==> config.mk <==
export PLATFORM = sky130hd
export DESIGN_NAME = etu_baud_gen
export DESIGN_NICKNAME = d
export VERILOG_FILES = /design/src/rtl/etu_pkg.sv /design/src/rtl/etu_regs.sv /design/src/rtl/etu_prescaler.sv /design/src/rtl/etu_timer.sv /design/src/rtl/etu_line.sv /design/src/rtl/etu_baud_gen.sv
export SDC_FILE = /design/constraint.sdc
export NUM_CORES = 1
export LEC_CHECK = 0
export CAP_MARGIN = 20
export CELL_PAD_IN_SITES_DETAIL_PLACEMENT = 0
export CELL_PAD_IN_SITES_GLOBAL_PLACEMENT = 2
export CORE_UTILIZATION = 37
export DETAILED_ROUTE_END_ITERATION = 10
export PLACE_DENSITY_LB_ADDON = 0.1
export RECOVER_POWER = 100
export SLEW_MARGIN = 20
export SYNTH_ARGS = -nofsm -noshare
export SYNTH_HDL_FRONTEND = slang
export SYNTH_SLANG_ARGS = --single-unit
==> constraint.sdc <==
create_clock -name clk -period 6.6 [get_ports clk]
set_input_delay 1.32 -clock clk [delete_from_list [all_inputs] [get_ports clk]]
set_output_delay 1.32 -clock clk [all_outputs]
set_load 0.05 [all_outputs]
==> src/rtl/etu_pkg.sv <==
package etu_pkg;

  typedef struct packed {
    logic [1:0] ps_sel;
    logic       run;
  } etu_ctrl_t;

  // prescale select: bit 1 set -> fc, else bit 0 set -> fb, else fa
  function automatic int unsigned div_factor(input logic [1:0] sel,
                                             input int unsigned fa,
                                             input int unsigned fb,
                                             input int unsigned fc);
    if (sel[1]) return fc;
    if (sel[0]) return fb;
    return fa;
  endfunction

endpackage

==> src/rtl/etu_regs.sv <==
module etu_regs
  import etu_pkg::*;
#(
  parameter int CNT_W = 8
) (
  input  logic             clk,
  input  logic             rst,
  input  logic             reg_wr,
  input  logic             reg_sel,
  input  logic [CNT_W-1:0] reg_wdata,
  output etu_ctrl_t        ctrl,
  output logic [CNT_W-1:0] reload,
  output logic             load_pulse,
  output logic             err_clr
);

  logic wr_ctrl;

  assign wr_ctrl    = reg_wr & ~reg_sel;
  assign load_pulse = wr_ctrl & reg_wdata[0] & ~ctrl.run;
  assign err_clr    = wr_ctrl & ~reg_wdata[0];

  always_ff @(posedge clk) begin
    if (rst) begin
      ctrl   <= '0;
      reload <= '0;
    end else begin
      if (wr_ctrl) begin
        ctrl.run    <= reg_wdata[0];
        ctrl.ps_sel <= reg_wdata[2:1];
      end
      if (reg_wr && reg_sel) reload <= reg_wdata;
    end
  end

endmodule

==> src/rtl/etu_prescaler.sv <==
module etu_prescaler #(
  parameter int PRE_W = 6
) (
  input  logic             clk,
  input  logic             rst,
  input  logic             run,
  input  logic             load,
  input  logic [PRE_W-1:0] div,
  output logic             pre_tick
);

  logic [PRE_W-1:0] pcnt;
  logic [PRE_W-1:0] last;

  assign last     = div - PRE_W'(1);
  assign pre_tick = run & (pcnt >= last);

  always_ff @(posedge clk) begin
    if (rst || !run || load) pcnt <= '0;
    else if (pcnt >= last)   pcnt <= '0;
    else                     pcnt <= pcnt + PRE_W'(1);
  end

endmodule

==> src/rtl/etu_timer.sv <==
module etu_timer #(
  parameter int CNT_W        = 8,
  parameter int PRE_W        = 6,
  parameter int MIN_ETU_CLKS = 8
) (
  input  logic             clk,
  input  logic             rst,
  input  logic             run,
  input  logic             load,
  input  logic             pre_tick,
  input  logic             err_clr,
  input  logic [CNT_W-1:0] reload,
  input  logic [PRE_W-1:0] div,
  output logic             etu_tick,
  output logic             half_tick,
  output logic             cfg_err
);

  localparam int LEN_W = PRE_W + CNT_W + 1;

  logic [CNT_W-1:0] cnt;
  logic [CNT_W-1:0] pos;
  logic [CNT_W-1:0] half_pos;
  logic [CNT_W:0]   span;
  logic [LEN_W-1:0] etu_len;
  logic             illegal, block, wrap, etu_ev, half_ev;

  assign span     = {1'b1, {CNT_W{1'b0}}} - {1'b0, reload};
  assign etu_len  = {{(LEN_W-PRE_W){1'b0}}, div} * {{(LEN_W-CNT_W-1){1'b0}}, span};
  assign illegal  = run & (etu_len < LEN_W'(MIN_ETU_CLKS));
  assign block    = cfg_err | illegal;

  assign wrap     = &cnt;
  assign pos      = cnt - reload;
  assign half_pos = (~reload) >> 1;
  assign etu_ev   = pre_tick & wrap;
  assign half_ev  = pre_tick & (pos == half_pos);

  always_ff @(posedge clk) begin
    if (rst) begin
      cnt <= '0;
    end else if (load) begin
      cnt <= reload;
    end else if (pre_tick) begin
      cnt <= wrap ? reload : cnt + CNT_W'(1);
    end
  end

  always_ff @(posedge clk) begin
    if (rst) begin
      etu_tick  <= 1'b0;
      half_tick <= 1'b0;
      cfg_err   <= 1'b0;
    end else begin
      etu_tick  <= etu_ev & ~block;
      half_tick <= half_ev & ~block;
      if (err_clr)      cfg_err <= 1'b0;
      else if (illegal) cfg_err <= 1'b1;
    end
  end

endmodule

==> src/rtl/etu_line.sv <==
module etu_line (
  input  logic clk,
  input  logic rst,
  input  logic run,
  input  logic tx_dir,
  output logic tx_en,
  output logic rx_en,
  output logic pullup_en
);

  always_ff @(posedge clk) begin
    if (rst) begin
      tx_en     <= 1'b0;
      rx_en     <= 1'b0;
      pullup_en <= 1'b1;
    end else begin
      tx_en     <= run & tx_dir;
      rx_en     <= run & ~tx_dir;
      pullup_en <= ~(run & tx_dir);
    end
  end

endmodule

==> src/rtl/etu_baud_gen.sv <==
module etu_baud_gen
  import etu_pkg::*;
#(
  parameter int CNT_W        = 8,
  parameter int PRE_W        = 6,
  parameter int DIV_A        = 32,
  parameter int DIV_B        = 31,
  parameter int DIV_C        = 4,
  parameter int MIN_ETU_CLKS = 8
) (
  input  logic             clk,
  input  logic             rst,
  input  logic             reg_wr,
  input  logic             reg_sel,
  input  logic [CNT_W-1:0] reg_wdata,
  input  logic             tx_dir,
  output logic             etu_tick,
  output logic             half_tick,
  output logic             cfg_err,
  output logic             tx_en,
  output logic             rx_en,
  output logic             pullup_en
);

  etu_ctrl_t        ctrl;
  logic [CNT_W-1:0] reload;
  logic [PRE_W-1:0] div;
  logic             load_pulse, err_clr, pre_tick;

  assign div = PRE_W'(div_factor(ctrl.ps_sel, DIV_A, DIV_B, DIV_C));

  etu_regs #(.CNT_W(CNT_W)) u_regs (
    .clk(clk), .rst(rst), .reg_wr(reg_wr), .reg_sel(reg_sel),
    .reg_wdata(reg_wdata), .ctrl(ctrl), .reload(reload),
    .load_pulse(load_pulse), .err_clr(err_clr)
  );

  etu_prescaler #(.PRE_W(PRE_W)) u_pre (
    .clk(clk), .rst(rst), .run(ctrl.run), .load(load_pulse),
    .div(div), .pre_tick(pre_tick)
  );

  etu_timer #(.CNT_W(CNT_W), .PRE_W(PRE_W), .MIN_ETU_CLKS(MIN_ETU_CLKS)) u_tmr (
    .clk(clk), .rst(rst), .run(ctrl.run), .load(load_pulse),
    .pre_tick(pre_tick), .err_clr(err_clr), .reload(reload), .div(div),
    .etu_tick(etu_tick), .half_tick(half_tick), .cfg_err(cfg_err)
  );

  etu_line u_line (
    .clk(clk), .rst(rst), .run(ctrl.run), .tx_dir(tx_dir),
    .tx_en(tx_en), .rx_en(rx_en), .pullup_en(pullup_en)
  );

endmodule

-- Word level (Yosys, flattened, before mapping)
Cells that the tools add are included.
- register bits after elaboration: 31
- output and inout bits: 6
- add/subtract/negate cells: 5
- multipliers: 1
- magnitude comparators: 2
- equality and inequality tests: 1
- multiplexer cells: 10
- bitwise operators: 20
- reduce and logical (&&, ||, !) cells: 8
- operators by type and width (kind ; number):
    two-way mux 8 bit ; 3
    < comparator 15 x 4 -> 1 bit, second input constant ; 1
    multiplier 6 x 9 -> 15 bit ; 1
    bitwise AND 1 bit ; 12
    two-way mux 6 bit ; 2
    subtractor 9 x 8 -> 9 bit, first input constant ; 1
    adder 8 x 1 -> 8 bit, second input constant ; 1
    == test 8 x 7 -> 1 bit ; 1
    inverter 8 bit ; 1
    AND reduction 8 bit ; 1
    subtractor 8 bit ; 1
    adder 6 x 1 -> 6 bit, second input constant ; 1
    greater-or-equal comparator 6 bit ; 1
    inverter 1 bit ; 6
    subtractor 6 x 1 -> 6 bit, second input constant ; 1
    two-way mux 5 bit ; 1
    OR reduction 2 bit ; 2
    two-way mux 1 bit ; 3
    two-way mux 3 bit ; 1
    logical OR 1 bit ; 2
    nonzero test 2 bit ; 1
    logical AND 1 bit ; 1
    logical NOT 1 bit ; 1
    OR 1 bit ; 1

-- Longest topological paths before layout
Gate-level depths: netlist (run 1).
- depth after elaboration: 10
- depth in mapped cells: 21
- depth with buffers taken out: 20

-- Cells and area by module
A second synthesis (run 1) with hierarchy kept.
- cells, all modules: 449
- area total of the unflattened synthesis: 3818.7 sq um
- modules (own cells, without submodules) (module ; times used ; cells each ; area an instance (sq um) ; sequential area each (sq um)):
    etu_timer ; 1 ; 338 ; 2750.1 ; 220.2
    etu_regs ; 1 ; 50 ; 515.5 ; 220.2
    etu_prescaler ; 1 ; 52 ; 445.4 ; 120.1
    etu_line ; 1 ; 6 ; 88.8 ; 60.1
    etu_baud_gen ; 1 ; 3 ; 18.8 ; 0.0

-- Worst setup path after synthesis (run 1)
No wires, ideal clock.
- path kind: register to register
- from: register u_regs.reload[2]
- to: register u_tmr.cfg_err
- arrival: 4.728 ns
- required time: 6.514 ns
- path slack: 1.786 ns
- cell stages (with the launch flop): 21
- cell sequence: dfxtp_1 clkbuf_1 inv_1 nand4_1 nor4_1 xor2_1 or2_1 fa_1 inv_1 fa_1 inv_1 fa_1 inv_1 ha_1 a21o_1 a221oi_2 nor2b_1 o41ai_2 xor2_1 nand4_1 a221oi_2
- cells in the longest elaborated chain, start to end: 4
- ends and longest elaborated chain (element ; RTL line ; RTL):
    start: declaration ; etu_regs.sv:12 ; output logic [CNT_W-1:0] reload,
    start signal: assignment ; etu_regs.sv:32 ; if (reg_wr && reg_sel) reload <= reg_wdata;
    subtractor 9 x 8 -> 9 bit ; etu_timer.sv:28 ; assign span = {1'b1, {CNT_W{1'b0}}} - {1'b0, reload};
    multiplier 6 x 9 -> 15 bit ; etu_timer.sv:29 ; assign etu_len = {{(LEN_W-PRE_W){1'b0}}, div} * {{(LEN_W-CNT_W-1){1'b0}}, span};
    < comparator 15 x 4 -> 1 bit ; etu_timer.sv:30 ; assign illegal = run & (etu_len < LEN_W'(MIN_ETU_CLKS));
    bitwise AND 1 bit ; etu_timer.sv:30 ;
    end signal: assignment ; etu_timer.sv:53 ; cfg_err <= 1'b0;
    end signal: assignment ; etu_timer.sv:57 ; if (err_clr) cfg_err <= 1'b0;
    end signal: assignment ; etu_timer.sv:58 ; else if (illegal) cfg_err <= 1'b1;
    end: declaration ; etu_timer.sv:16 ; output logic cfg_err
No other way between the ends.
A chain may end at the register's enable or synchronous reset.

-- Worst setup path in the final report (run 1)
- from: register u_regs.reload[0]
- to: register u_tmr.cfg_err
The elaborated chain is that of the path after synthesis.

==> results.toml, run 1 <==
[clocking]
cts_buffer_depth = 2
root_buffer = "clkbuf_8"
path_clk_slew_ns = 0.08
clock-sinks = 31
numCtsBuffers = 5
clk_latency_ns = 0.29
post_cts_buffers = 0
cts_hold_buf = 0
htreeDepth = 2
tritoncts = "done"
cts_resized = 0

[floorplanning]
die_w_um = 99.6
die_y_um = 99.6
coreArea_sq_um = 9240
initial_core_util_pct = 38.1
pin_count = 19
fp-row-count = 35
die_area_sq_um = 9910

[synthesis]
synth_cell_types = 55
ys_async_sr_fraction_pct = 0
synth-seq-area-share_pct = 17.6
synthMuxAreaShare_pct = 2.03
ys_ff_latch = 31
synth_area_per_cell_sq_um = 8.00
synthAdderAreaFrac_pct = 27.1
synth_edf_count = 0
synth-compound-area-share_pct = 15.9
syn-num-nets = 516
synth_flop_cell = "dfxtp_1"
synth_top_family_by_area = "adder cells"
synthesis.area_sq_um = 3520
synth-xor-area-share_pct = 8.71
synth_cells = 440
yosys.area_share.simple_pct = 20.4
yosysWarnings = 0

[worst_setup_path]
startpoint_type = "register"
cp_num_buf_inv = 5
slowest_delay_ns = 0.57
arrival_ns = 5.61
cp_top_family = "adder cells"
slowest_stage = "fa_1"
critPathRequiredTime_ns = 6.79
path_class = "reg -> reg"
cpMostUsedCell = "inv_1"
endpoint_kind = "register"
worstPathCellList = "inv_1 > ha_1 > inv_1 > nor2_1 > xnor2_1 > nand2_1 > fa_1 > inv_1 > fa_1 > inv_1 > fa_1 > inv_1 > ha_1 > a21o_1 > nand3b_1 > mux2_2 > nor4_1 > nand4_1 > a221oi_1"
critPathMaxFanout = 7

[placement]
hpwl_um = 7280
io_buffers = 18
place_area_sq_um = 3800
place.gp.congestion = 0.797
dpl.cell_count = 571

[cells_and_area]
final_common_cell = "inv_1"
diodes = 0
fin_cells = 579
nets = 525
syn_to_final_growth_pct = 10.7
fillers = 987
drive_gt1_share_pct = 3.78
layout_common_cells = "inv_1, ha_1, nor2_1"
final_area_sq_um = 3900

[timing]
fin_crit_ns = 5.42
fmax_mhz = 185
post-route-period-util_pct = 82.1
rsz0062_at_grt = "false"
slew_headroom_pct = 30.3
tightestPinTransition_ns = 1.04
finClkSkew_ns = 0.00956
tns_ns = 0
hold_viol = 0
hold_ws_ns = 0.468
setup_violations = 0
maxSlewViolCount = 0

[global_route]
grt_pass1_wl_um = 15300
track_usage_pct = 19.9
antenna_found_initial = 0
grt_overflow = 0
grt_pass1_vias = 3050
grt_max_degree = 28

[flow_run]
cap_violations = 0

[routing]
num_vias = 2932
wl_um = 8880
first_pass_iters = 5
via_per_inst = 5.06
drtIter0Drc = 105
ant_nets = 0
wire_per_inst_um = 15.3
drc = 0

[pwr]
p_per_area_nw_per_um2 = 174
irDropWorstVdd_mv = 0.0743
leakagePower_nw = 1.81

[worst_hold_path]
hold_class = "reg -> reg"

[run_status]
status = "finished, final reports clean"
area by class of cell:
class                   count  area [sq um]  share of cell area (%)
well taps                 129           161                    4.14
inverters                  58           218                    5.59
clock buffers               5          68.8                    1.77
clock inverters             3          43.8                    1.12
flip-flops and latches     31           621                    15.9
multi-input cells         334          2600                    66.7
repair buffers             19           184                    4.72
layer usage:
layer | vias to the layer above | global-route usage [%] | part of all wire [%]
met5 | - | 0 | 0
met4 | 0 | 5.43 | 1.2
met3 | 8 | 2.25 | 2.2
met2 | 40 | 37.0 | 50
met1 | 1369 | 24.1 | 46
li1 | 1515 | - | -
cell usage after synthesis (3+ instances only):
master | n | area share (%)
nand3_1 | 20 | 2.8
and2_1 | 6 | 1.1
nand4_1 | 6 | 1.1
a21oi_1 | 26 | 3.7
a21o_1 | 8 | 1.7
nand2_1 | 33 | 3.5
o21ai_1 | 6 | 0.85
ha_1 | 41 | 15
nor2_1 | 36 | 3.8
buf_2 | 5 | 0.71
xnor2_1 | 21 | 5.2
nand2b_1 | 4 | 0.71
inv_2 | 4 | 0.43
nor3_1 | 11 | 1.6
and3_1 | 5 | 0.89
mux2i_1 | 6 | 1.7
clkbuf_1 | 11 | 1.2
o31ai_1 | 3 | 0.64
o21ai_0 | 8 | 1.1
fa_1 | 22 | 13
nor4_1 | 5 | 0.89
o21bai_1 | 3 | 0.64
xor2_1 | 14 | 3.5
a211oi_1 | 3 | 0.64
inv_1 | 54 | 5.8
nor2b_1 | 10 | 1.8
dfxtp_1 | 31 | 18
power breakdown:
group / total [mW] / internal [mW] / switching [mW] / leakage (nW)
registers: 0.200 / 0.192 / 0.00872 / 0.251
logic: 0.285 / 0.117 / 0.168 / 1.50
clock network: 0.194 / 0.112 / 0.0817 / 0.0581
total: 0.679 / 0.421 / 0.258 / 1.81
stage by stage:
step,setup slack [ns],power [mW],utilization (%)
floorplan,1.79,0.426,-
global placement,1.27,0.495,41.1
detailed placement,1.19,0.491,41.1
CTS,1.17,0.690,42.3
global route,0.656,0.739,42.2
finish,1.18,0.679,42.2
path summary, 6_finish.rpt:
check	startpoint	to	slack [ns]	depth (start not counted)
max	u_regs.reload[0]	u_tmr.cfg_err	1.18	19
min	u_pre.pcnt[0]	u_pre.pcnt[0]	0.47	1
max reg2reg	u_regs.reload[0]	u_tmr.cfg_err	1.18	19
min reg2reg	u_pre.pcnt[0]	u_pre.pcnt[0]	0.47	1
registers in the layout, indices dropped and copies added (netlist names):
name and count:
u_tmr.etu_tick 1, u_tmr.half_tick 1, u_tmr.cnt 8, u_line.pullup_en 1
u_line.tx_en 1, u_tmr.cfg_err 1, u_line.rx_en 1, u_regs.ctrl 3
u_pre.pcnt 6, u_regs.reload 8
cells by family (layout without fill, tap and decap cells):
kind of cell | Yosys count | in the layout
adders and majority gates | 63 | 63
buffers and inverters | 75 | 85
DFF | 31 | 31
muxes | 7 | 7
AOI/OAI and AO/OA | 82 | 82
and+or+nand+nor | 146 | 146
other | 1 | 1
xor gates and xnor gates | 35 | 35
Power figures use the tool's default switching activity.
==> inputs of run 2 (changes only) <==
--- a/config.mk
+++ b/config.mk
@@ -8,7 +8,7 @@
 export CAP_MARGIN = 20
 export CELL_PAD_IN_SITES_DETAIL_PLACEMENT = 0
 export CELL_PAD_IN_SITES_GLOBAL_PLACEMENT = 2
-export CORE_UTILIZATION = 37
+export CORE_UTILIZATION = 33
 export DETAILED_ROUTE_END_ITERATION = 10
 export PLACE_DENSITY_LB_ADDON = 0.1
 export RECOVER_POWER = 100
==> constraint.sdc (replaced) <==
create_clock -name clk -period 4.5 [get_ports clk]
set_input_delay 0.9 -clock clk [delete_from_list [all_inputs] [get_ports clk]]
set_output_delay 0.9 -clock clk [all_outputs]
set_load 0.05 [all_outputs]
==> run 2 against run 1 <==
Effect of this change:
- the flow now finishes with violations (setup timing)
- highest routed layer unchanged
- power rose by 71%
- sequential share of layout area shrank 2.6 points
- critical path depth did not move
- core utilization increased by 3.1 points
- largest power group unchanged
==> results.toml, run 2 (synthesis results as in run 1) <==
[clocking]
clock-sinks = 31
path_clk_slew_ns = 0.07
cts_hold_buf = 0
cts_buffer_depth = 2
numCtsBuffers = 5
tritoncts = "done"
root_buffer = "clkbuf_8"
htreeDepth = 2
clk_latency_ns = 0.30

[run_status]
status = "finished, violations left"
violations = "setup timing"

[worst_setup_path]
slowest_stage = "fa_1"
slowest_delay_ns = 0.51
critPathRequiredTime_ns = 4.71
endpoint_kind = "register"
path_class = "reg -> reg"
critPathMaxFanout = 5
arrival_ns = 4.87
cpMostUsedCell = "fa_1"
cp_top_family = "adder cells"
startpoint_type = "register"
cp_num_buf_inv = 5
worstPathCellList = "inv_4 > nand4_1 > buf_4 > nor2_4 > xnor2_4 > nand2_2 > fa_1 > inv_2 > fa_1 > inv_1 > fa_1 > inv_2 > ha_4 > a21o_1 > nand3b_1 > mux2_4 > nor4_4 > nand4_1 > a221oi_2"

[timing]
tightestPinTransition_ns = 1.02
rsz0062_at_grt = "true"
post-route-period-util_pct = 104
fmax_mhz = 215
fin_crit_ns = 4.66
tns_ns = -0.409
hold_viol = 0
hold_ws_ns = 0.472
finClkSkew_ns = 0.00747
maxSlewViolCount = 0
setup_violations = 3
slew_headroom_pct = 32.1
setup_slack_ns = -0.160

[cells_and_area]
final_util_pct = 45.3
nets = 600
fillers = 1046
drive_gt1_share_pct = 22.9
layout_common_cells = "buf_4, inv_1, ha_1"
diodes = 0
syn_to_final_growth_pct = 32.9
register_area_sq_um = 626
multi_input_area_sq_um = 2800
final_common_cell = "buf_4"
reg_top3 = "u_regs.reload (8), u_tmr.cnt (8), u_pre.pcnt (6)"

[floorplanning]
coreArea_sq_um = 10300
initial_core_util_pct = 34.1
die_w_um = 105
fp-row-count = 37
die_area_sq_um = 11100
die_y_um = 105
pin_count = 19

[global_route]
grt_max_degree = 27
track_usage_pct = 19.1
antenna_found_initial = 0
grt_pass1_wl_um = 16400
grt_pass1_vias = 3357
grt_overflow = 0

[routing]
via_per_inst = 4.94
wl_um = 9640
num_vias = 3268
drtIter0Drc = 74
drc = 0
first_pass_iters = 6
ant_nets = 0
wire_per_inst_um = 14.6

[placement]
hpwl_um = 7920
io_buffers = 18
place.gp.congestion = 0.826

[pwr]
leakagePower_nw = 2.19
p_per_area_nw_per_um2 = 248
irDropWorstVdd_mv = 0.0919

[flow_run]
cap_violations = 0

[worst_hold_path]
hold_class = "reg -> reg"
[run 2: changes by cell type in the layout (fill, tap and decap cells not counted), sizes merged]
| cell | delta |
|---|---|
| clkdlybuf4s50 | -1 |
| dlygate4sd3 | +1 |
| buf | +75 |
[run 2: worst register-to-register path: stages (launching register included)]
cell,delay (ns)
dfxtp_4,0.36
inv_4,0.05
nand4_1,0.16
buf_4,0.22
nor2_4,0.15
xnor2_4,0.15
nand2_2,0.10
fa_1,0.51
inv_2,0.04
fa_1,0.47
inv_1,0.05
fa_1,0.51
inv_2,0.05
ha_4,0.23
a21o_1,0.21
nand3b_1,0.26
mux2_4,0.36
nor4_4,0.21
nand4_1,0.23
a221oi_2,0.26
[run 2: cell type report]
cell class              instances  share of cell area [%]
clock buffers                   5                    1.47
flip-flops and latches         31                    13.4
well taps                     136                    3.64
repair buffers                 94                    16.0
multi-input cells             334                    59.9
inverters                      58                    4.76
clock inverters                 3                   0.936
[run 2: power breakdown]
| part | internal [mW] | switching [mW] | leakage, nW |
|---|---|---|---|
| clock | 0.165 | 0.119 | 0.0581 |
| combinational | 0.288 | 0.299 | 1.88 |
| sequential | 0.281 | 0.00764 | 0.253 |
| total | 0.734 | 0.426 | 2.19 |
[run 2: metal layers]
| metal | GRT usage (%) | wire, um | vias to the layer above |
|---|---|---|---|
| met5 | 0 | 0 | - |
| met4 | 7.14 | 251 | 0 |
| met3 | 2.84 | 282 | 20 |
| met2 | 33.6 | 4710 | 60 |
| met1 | 23.5 | 4390 | 1528 |
| li1 | - | - | 1660 |
[run 2: path summary, 6_finish.rpt]
path               startpoint             to  slack (ns)  cells after the start
max          u_regs.reload[2]  u_tmr.cfg_err       -0.16                     19
min             u_pre.pcnt[0]  u_pre.pcnt[0]        0.47                      1
max reg2reg  u_regs.reload[2]  u_tmr.cfg_err       -0.16                     19
min reg2reg     u_pre.pcnt[0]  u_pre.pcnt[0]        0.47                      1
[run 2: per-stage QoR]
step,setup slack (ns),power (mW),cell area [sq um],cells
after global routing,-0.476,1.26,4680,661
after floorplan,0.000330,0.648,3610,440
final,-0.160,1.16,4680,661
after CTS,-0.186,1.16,4620,657
after detailed placement,-0.357,0.833,4360,642
after global placement,-0.238,0.835,4360,642
[run 2: what timing repair did]
item	4_1_cts	5_1_grt
buffers inserted	7	4
setup endpoints to repair	3	3
pin swaps	12	4
resized for setup	19	4
==> inputs of run 3 (changes only) <==
--- a/config.mk
+++ b/config.mk
@@ -8,10 +8,12 @@
 export CAP_MARGIN = 20
 export CELL_PAD_IN_SITES_DETAIL_PLACEMENT = 0
 export CELL_PAD_IN_SITES_GLOBAL_PLACEMENT = 2
-export CORE_UTILIZATION = 33
+export CORE_UTILIZATION = 36
 export DETAILED_ROUTE_END_ITERATION = 10
+export DONT_BUFFER_PORTS = 1
 export PLACE_DENSITY_LB_ADDON = 0.1
 export RECOVER_POWER = 100
+export SKIP_CTS_REPAIR_TIMING = 1
 export SLEW_MARGIN = 20
 export SYNTH_ARGS = -nofsm -noshare
 export SYNTH_HDL_FRONTEND = slang
==> run 3 against run 2 <==
Effect of this change:
- the flow still finishes with violations (setup timing)
- cell count down 3.3%
- count of clock-buffer cells in the layout is the same
- routed wire length is 1.9% lower
- setup slack got worse by 0.070 ns
- global-route usage increased by 1.1 points
- core utilization rose by 2.4 points
- worst hold slack better by 0.0077 ns
- combinational power shrank 3%
- clock power is 15% lower
- clock skew is 0.0033 ns higher
- power is 5.2% lower
- highest routed layer unchanged
==> results.toml, run 3 (synthesis results as in run 1) <==
[worst_setup_path]
slowest_delay_ns = 0.51
critPathMaxFanout = 4
arrival_ns = 4.93
worstPathCellList = "inv_4 > nand4_1 > buf_4 > nor2_2 > xnor2_2 > nand2_2 > fa_1 > inv_1 > fa_1 > inv_1 > fa_1 > inv_2 > ha_4 > a21o_1 > a221oi_4 > nor2b_2 > o41ai_2 > xor2_1 > nand4_1 > a221oi_2"
cpMostUsedCell = "fa_1"
startpoint_type = "register"
critPathRequiredTime_ns = 4.71
regToRegSetupSlack_ns = -0.23
crit_start = "u_regs.reload[3]"
cp-endpoint = "u_tmr.cfg_err"
reg2reg_from = "u_regs.reload[3]"
slowest_stage = "fa_1"
rr_endpoint = "u_tmr.cfg_err"
path_class = "reg -> reg"
endpoint_kind = "register"
reg2reg_depth = 20

[global_route]
grt_use_met3_pct = 2.91
grt_max_degree = 28
grt_pass1_wl_um = 15600
grtUsageMet1_pct = 24.2
antenna_found_initial = 0
grt_pass1_vias = 3167
grt.met2_usage_pct = 38.5
track_usage_pct = 20.2
grt_busiest_layer = "met2"
grt_overflow = 0

[cells_and_area]
fin_cells = 639
reg_top3 = "u_regs.reload (8), u_tmr.cnt (8), u_pre.pcnt (6)"
diodes = 0
multi_input_area_sq_um = 2780
fillers = 1014
final_area_sq_um = 4470
drive_gt1_share_pct = 24.7
layout_common_cells = "buf_4, inv_1, ha_1"
syn_to_final_growth_pct = 27.0
final_common_cell = "buf_4"
nets = 585
register_area_sq_um = 623

[pwr]
irDropWorstVdd_mv = 0.119
p_per_area_nw_per_um2 = 246
p_sw_mw = 0.428
swShare_pct = 38.9
power.internal_mw = 0.671
pwr-share-clk_pct = 21.8
combPwrFrac_pct = 51.7
power_mw = 1.10
leakagePower_nw = 2.13
p_seq_share_pct = 26.5

[placement]
hpwl_um = 7940
place_area_sq_um = 4210
place.gp.congestion = 0.784
io_buffers = 0
dpl.cell_count = 623

[timing]
tns_ns = -0.651
maxSlewViolCount = 0
slew_headroom_pct = 51.4
hold_ws_ns = 0.480
setup_slack_ns = -0.230
post-route-period-util_pct = 105
tightestPinTransition_ns = 0.728
setup_violations = 3
fin_crit_ns = 4.73
fmax_mhz = 211
hold_viol = 0
rsz0062_at_grt = "true"
finClkSkew_ns = 0.0108

[floorplanning]
die_area_sq_um = 10200
fp-row-count = 35
initial_core_util_pct = 37.6
die_w_um = 101
coreArea_sq_um = 9370
die_y_um = 101
pin_count = 19

[clocking]
clock-sinks = 31
numCtsBuffers = 5
htreeDepth = 2
tritoncts = "done"
path_clk_slew_ns = 0.08
root_buffer = "clkbuf_8"
cts_buffer_depth = 2
clk_latency_ns = 0.29

[worst_hold_path]
holdPathStages = 2
hold_class = "reg -> reg"

[run_status]
status = "finished, violations left"
violations = "setup timing"

[routing]
ant_nets = 0
drtIter0Drc = 105
wire_per_inst_um = 14.8
wl_um = 9450
first_pass_iters = 4
drc = 0
num_vias = 3124
via_per_inst = 4.89

[flow_run]
cap_violations = 0
-- run 3: cell count changes in the layout (fill, tap and decap cells not counted), moves of 2 or more --
cell / delta
buf_4: +3
clkdlybuf4s50_1: -9
clkinvlp_4: +2
dlygate4sd3_1: -9
ha_1: +2
nor2_2: +2
xnor2_2: +2
-- run 3: layer usage --
metal / share of wire (%) / vias up
met3: 2.5 / 5
met5: 0 / -
li1: - / 1634
met4: 0.60 / 0
met1: 46 / 1452
met2: 51 / 33
-- run 3: layout make-up --
class                   instances  share of cell area, %
clock buffers                   5                   1.54
clock inverters                 3                  0.532
inverters                      58                   4.98
multi-input cells             334                   62.2
flip-flops and latches         31                   13.9
well taps                     129                   3.61
repair buffers                 79                   13.2
-- run 3: worst min path at each step --
stage | from | endpoint
3_5_place_dp | u_pre.pcnt[0] | u_pre.pcnt[0]
3_3_place_gp | u_pre.pcnt[0] | u_pre.pcnt[0]
5_1_grt | u_regs.reload[3] | u_regs.reload[3]
4_1_cts | u_pre.pcnt[0] | u_pre.pcnt[0]
6_report | u_regs.reload[3] | u_regs.reload[3]
2_1_floorplan | u_pre.pcnt[0] | u_pre.pcnt[0]
-- run 3: stage by stage --
step	utilization [%]	setup slack, ns
2_1_floorplan	-	0.000330
3_3_place_gp	45.0	-0.327
3_5_place_dp	45.0	-0.354
4_1_cts	46.0	-0.392
5_1_grt	47.7	-0.466
6_report	47.7	-0.230
-- run 3: critical path: cells and delay by family (launching register included) --
family | cells | cell delay [ns]
compound gates | 4 | 1.10
xor+xnor | 2 | 0.36
fa+ha+maj | 4 | 1.71
buf+inv | 5 | 0.42
flops | 1 | 0.35
simple gates | 5 | 0.70
-- run 3: power groups by stage --
stage,logic [mW],registers (mW),clock network [mW]
floorplan,0.353,0.295,0
global placement,0.530,0.297,0
detailed placement,0.529,0.297,0
CTS,0.535,0.290,0.250
global route,0.637,0.292,0.264
finish,0.568,0.291,0.240
